### src/rtl/exec_branch_seq.sv
module exec_branch_seq #(
  parameter int AW         = 20,
  parameter int IAW        = 17,
  parameter int RESET_ADDR = 0,
  parameter int TRAP_VEC   = 'h40,
  parameter int IRQ_VEC    = 'h50
) (
  input  logic          clk,
  input  logic          rst_n,
  input  logic          step,
  input  logic [2:0]    op_class,
  input  logic [3:0]    r_field,
  input  logic [3:0]    cc,
  input  logic [AW-1:0] eff_addr,
  input  logic          ext_mode,
  input  logic [IAW-1:0] psd_addr,
  input  logic          irq,
  input  logic          trap,
  output logic [AW-1:0] fetch_addr,
  output logic          in_subject,
  output logic          save_valid,
  output logic          save_trap,
  output logic [AW-1:0] save_addr
);
  localparam logic [2:0]     OP_EXEC = 3'd1;
  localparam logic [2:0]     OP_BCS  = 3'd2;
  localparam logic [2:0]     OP_BCR  = 3'd3;
  localparam logic [2:0]     OP_PSD  = 3'd4;
  localparam logic [IAW-1:0] ONE     = IAW'(1);
  localparam logic [AW-1:0]  RST_A   = AW'(RESET_ADDR);
  localparam logic [AW-1:0]  TRAP_A  = AW'(TRAP_VEC);
  localparam logic [AW-1:0]  IRQ_A   = AW'(IRQ_VEC);
  localparam int             HW      = AW - IAW;

  logic [AW-1:0]  head_q;
  logic [AW-1:0]  origin;
  logic [IAW-1:0] seq_low;
  logic [AW-1:0]  seq_addr;
  logic [AW-1:0]  target;
  logic           cc_hit;
  logic           taken;

  assign origin   = in_subject ? head_q : fetch_addr;
  assign seq_low  = origin[IAW-1:0] + ONE;
  assign seq_addr = {{HW{1'b0}}, seq_low};
  assign target   = ext_mode ? eff_addr : {{HW{1'b0}}, eff_addr[IAW-1:0]};
  assign cc_hit   = |(r_field & cc);
  assign taken    = (op_class == OP_BCS && cc_hit) || (op_class == OP_BCR && !cc_hit);

  always_ff @(posedge clk) begin
    if (!rst_n) begin
      fetch_addr <= RST_A;
      in_subject <= 1'b0;
      head_q     <= '0;
      save_valid <= 1'b0;
      save_trap  <= 1'b0;
      save_addr  <= '0;
    end else begin
      save_valid <= 1'b0;
      if (step) begin
        if (trap || irq) begin
          save_valid <= 1'b1;
          save_trap  <= trap;
          save_addr  <= origin;
          fetch_addr <= trap ? TRAP_A : IRQ_A;
          in_subject <= 1'b0;
        end else if (op_class == OP_EXEC) begin
          if (!in_subject) head_q <= fetch_addr;
          fetch_addr <= target;
          in_subject <= 1'b1;
        end else begin
          in_subject <= 1'b0;
          if (op_class == OP_PSD)
            fetch_addr <= {{HW{1'b0}}, psd_addr};
          else if (taken)
            fetch_addr <= target;
          else
            fetch_addr <= seq_addr;
        end
      end
    end
  end
endmodule

### config.mk
export PLATFORM = sky130hd
export DESIGN_NAME = exec_branch_seq
export DESIGN_NICKNAME = d
export VERILOG_FILES = /design/src/rtl/exec_branch_seq.sv
export SDC_FILE = /design/constraint.sdc
export NUM_CORES = 1
export LEC_CHECK = 0
export ABC_AREA = 1
export BUFFER_PORTS_ARGS = -buffer_cell sky130_fd_sc_hd__buf_2
export CAP_MARGIN = 0
export CORE_MARGIN = 1.5
export CORE_UTILIZATION = 45
export DETAILED_ROUTE_END_ITERATION = 16
export GPL_TIMING_DRIVEN = 1
export PLACE_DENSITY = 0.76
export SETUP_SLACK_MARGIN = 0.2
export SYNTH_ARGS = -nofsm -noshare
export SYNTH_HDL_FRONTEND = slang
export SYNTH_SLANG_ARGS = --single-unit
### constraint.sdc
create_clock -name clk -period 4.9 [get_ports clk]
set_input_delay 0.49 -clock clk [delete_from_list [all_inputs] [get_ports clk]]
set_output_delay 0.49 -clock clk [all_outputs]
set_load 0.03 [all_outputs]
==> results.toml <==
[drt]
postRouteAntennaNets = 0
via_count = 3560
wire_per_inst_um = 13.42
vias_per_cell = 5.197
drt-initial-drc-count = 232
drt_wl_total_mm = 9.194
dr.pass1.iters = 5
drc = 0

[job]
drv_cap = 0

[clock_network]
insertion_delay_ps = 340
cts_sinks = 63
numCtsBuffers = 9
cts_root_buffer = "clkbuf_8"
cts_max_level = 3
post_cts_buffers = 0
max-clock-path-buffers = 2
cts_tree = "done"
postCtsHoldBufs = 0
cts_resized = 0
clk_pin_slew_ps = 70

[synthesis]
ys_ff_latch = 63
synth_cells = 499
synthArstFlopShare = 0
yosysSeqAreaShare = 0.3705
synth.area.top_cells = "dfxtp_1, nand2_1, o21ai_0, a21oi_1, inv_1"
synthDistinctLibCells = 33
synthAdderAreaFrac = 0.003675
yosysTopAreaCellShare = 0.3705
ys_warn_count = 0
synth_nets = 554
synth_edf_count = 0
synth_ff_type = "dfxtp_1"
synth_xor_area_frac = 0.01029
synth_area_per_cell_um2 = 6.823
synth-compound-area-share = 0.2562
synth_top_area_cell = "dfxtp_1"
synth_top_family_by_area = "simple AND/OR/NAND/NOR gates"
synthSimpleGateAreaFrac = 0.2617
synth.area.mux_share = 0
syn_area_um2 = 3405

[setup_path]
crit_fanout = 16
worstSetupPathType = "input pin to register"
r2r_end = "fetch_addr[10]$_SDFFE_PN0P_"
r2r_slack_ps = 2700
critPathCaptureType = "register"
reg2reg_from = "in_subject$_SDFFE_PN0P_"
required_ps = 5160
arrival_ps = 2540
critPathLaunchType = "input pin"
r2r_cells = 14

[grt]
grt_max_degree = 42
track_usage = 0.2257
grt_pass1_vias = 3224
grt_first_pass_wirelength_mm = 15.00
antenna_found_initial = 0
grt_overflow = 0

[hold_path]
min_from = "irq"
hp-class = "input pin to register"
holdPathEnd = "save_trap$_SDFFE_PN0P_"
hold_depth = 2

[timing]
finalSetupViolations = 0
fin_crit_sh = 0.4658
fmax_mhz = 438.2
drv_slew = 0
worstMarginPinSlew_ps = 1078
fin_crit_ps = 2282
relSlewSlack = 0.2785
finalHoldViolCount = 0
rsz0062_at_grt = "no"
tns_ps = 0
skew_ps = 4.600

[floorplanning]
core_um2 = 7292
start_util = 0.4669
die_area_um2 = 8096
ios = 97
row_count = 31
dieHeight_um = 89.98
fp.dieW_um = 89.98

[layout]
final_util = 0.5652
final_layout_size_suffix_gt1_frac = 0.2423
fin_cells = 685
syn_to_final_growth_pct = 21.06
antennaDiodeCount = 0
num-fill-cells = 739
final_nets = 637

[power_and_ir_drop]
power_uw = 1213
cellLeakagePower_uw = 0.001957
pwr_density_cell_nw_per_um2 = 294.3
peakVddDrop_mv = 0.1212

[placement]
gp_congestion = 0.9591
io_buffers = 96
dpl.hpwl_mm = 6.716
post-place-cells = 670

[run_status]
status = "finished clean"
[worst max-delay path by stage]
stage                                       start                          to  cells after the start
after floorplan           in_subject$_SDFFE_PN0P_  fetch_addr[8]$_SDFFE_PN0P_                     13
after global placement                op_class[0]  fetch_addr[3]$_SDFFE_PN0P_                      9
after detailed placement              op_class[0]  fetch_addr[3]$_SDFFE_PN0P_                      9
after CTS                             op_class[0]  fetch_addr[3]$_SDFFE_PN0P_                      9
after global routing                  op_class[0]  fetch_addr[3]$_SDFFE_PN0P_                      9
final                                 op_class[0]  fetch_addr[3]$_SDFFE_PN0P_                      9
[layout make-up]
type	instances	area, um^2	share of cell area
repair buffers	99	503.0	0.1220
multi-input cells	359	1815	0.4405
well taps	99	123.9	0.03005
clock buffers	12	165.2	0.04007
flip-flops and latches	63	1261	0.3060
inverters	50	187.7	0.04554
clock inverters	3	65.06	0.01579
[flip-flops by register name, indices dropped and copies added, names as in the netlist]
name / cells
fetch_addr: 20
save_trap: 1
save_valid: 1
save_addr: 20
in_subject: 1
head_q: 20
[synthesized netlist by cell type (3+ instances only)]
master / count
nor2_1: 45
nand2_2: 4
a22oi_1: 11
clkbuf_1: 17
o21ai_0: 60
dfxtp_1: 63
nand2_1: 118
nand2_4: 3
buf_6: 5
nand4_1: 4
xor2_1: 4
a21oi_1: 51
nand3_1: 18
o21ai_1: 7
buf_2: 5
inv_1: 48
o21ai_2: 8
a31oi_1: 6
[per-layer routing]
metal / global-route usage / vias to the layer above / part of all wire
met1: 0.3160 / 1566 / 0.47
met4: 0.08466 / 0 / 0.021
met5: 0 / - / 0
met3: 0.04230 / 19 / 0.072
met2: 0.3448 / 166 / 0.43
li1: - / 1809 / -
[where the power goes]
part / switching (uW) / leakage (uW) / internal (uW)
combinational: 106 / 0.00133 / 50.4
sequential: 9.43 / 0.000513 / 530
clock: 193 / 0.000118 / 324
[cells in the final DEF (no fill, tap or decap), drive strengths merged]
master	netlist	routed
a211oi	2	2
a21oi	53	53
a221oi	1	1
a22oi	11	11
a311oi	2	2
a31oi	6	6
buf	10	99
bufinv	0	2
clkbuf	17	12
clkinv	1	2
dfxtp	63	63
ha	1	1
inv	49	49
nand2	125	125
nand3	18	18
nand3b	1	1
nand4	4	4
nor2	51	51
nor3	2	2
o21a	1	1
o21ai	76	76
o221ai	1	1
xor2	4	4
[worst max-delay path: stages]
cell and delay [ps]:
buf_2 100, inv_1 50, nand3_1 290, inv_1 200
nor2_1 860, inv_1 140, o21ai_0 230, a21oi_1 90
nor2_1 90
[kinds of logic (layout without fill, tap and decap cells)]
group,Yosys count,after routing
AND/OR/NAND/NOR,201,201
AO/OA/AOI/OAI,153,153
buffers and inverters,77,164
flip-flops,63,63
XOR/XNOR,4,4
adder cells (fa/ha/maj),1,1
[stage by stage]
stage / instance area, um^2 / setup slack (ps) / hold slack, ps
after detailed placement: 3891 / 2387 / 451.2
final: 4121 / 2618 / 357.8
after floorplan: 3405 / 2889 / 424.5
after CTS: 4121 / 2705 / 347.8
after global placement: 3891 / 2485 / 438.4
after global routing: 4121 / 2316 / 357.0
Note: power is estimated with default switching activity, not from simulation.
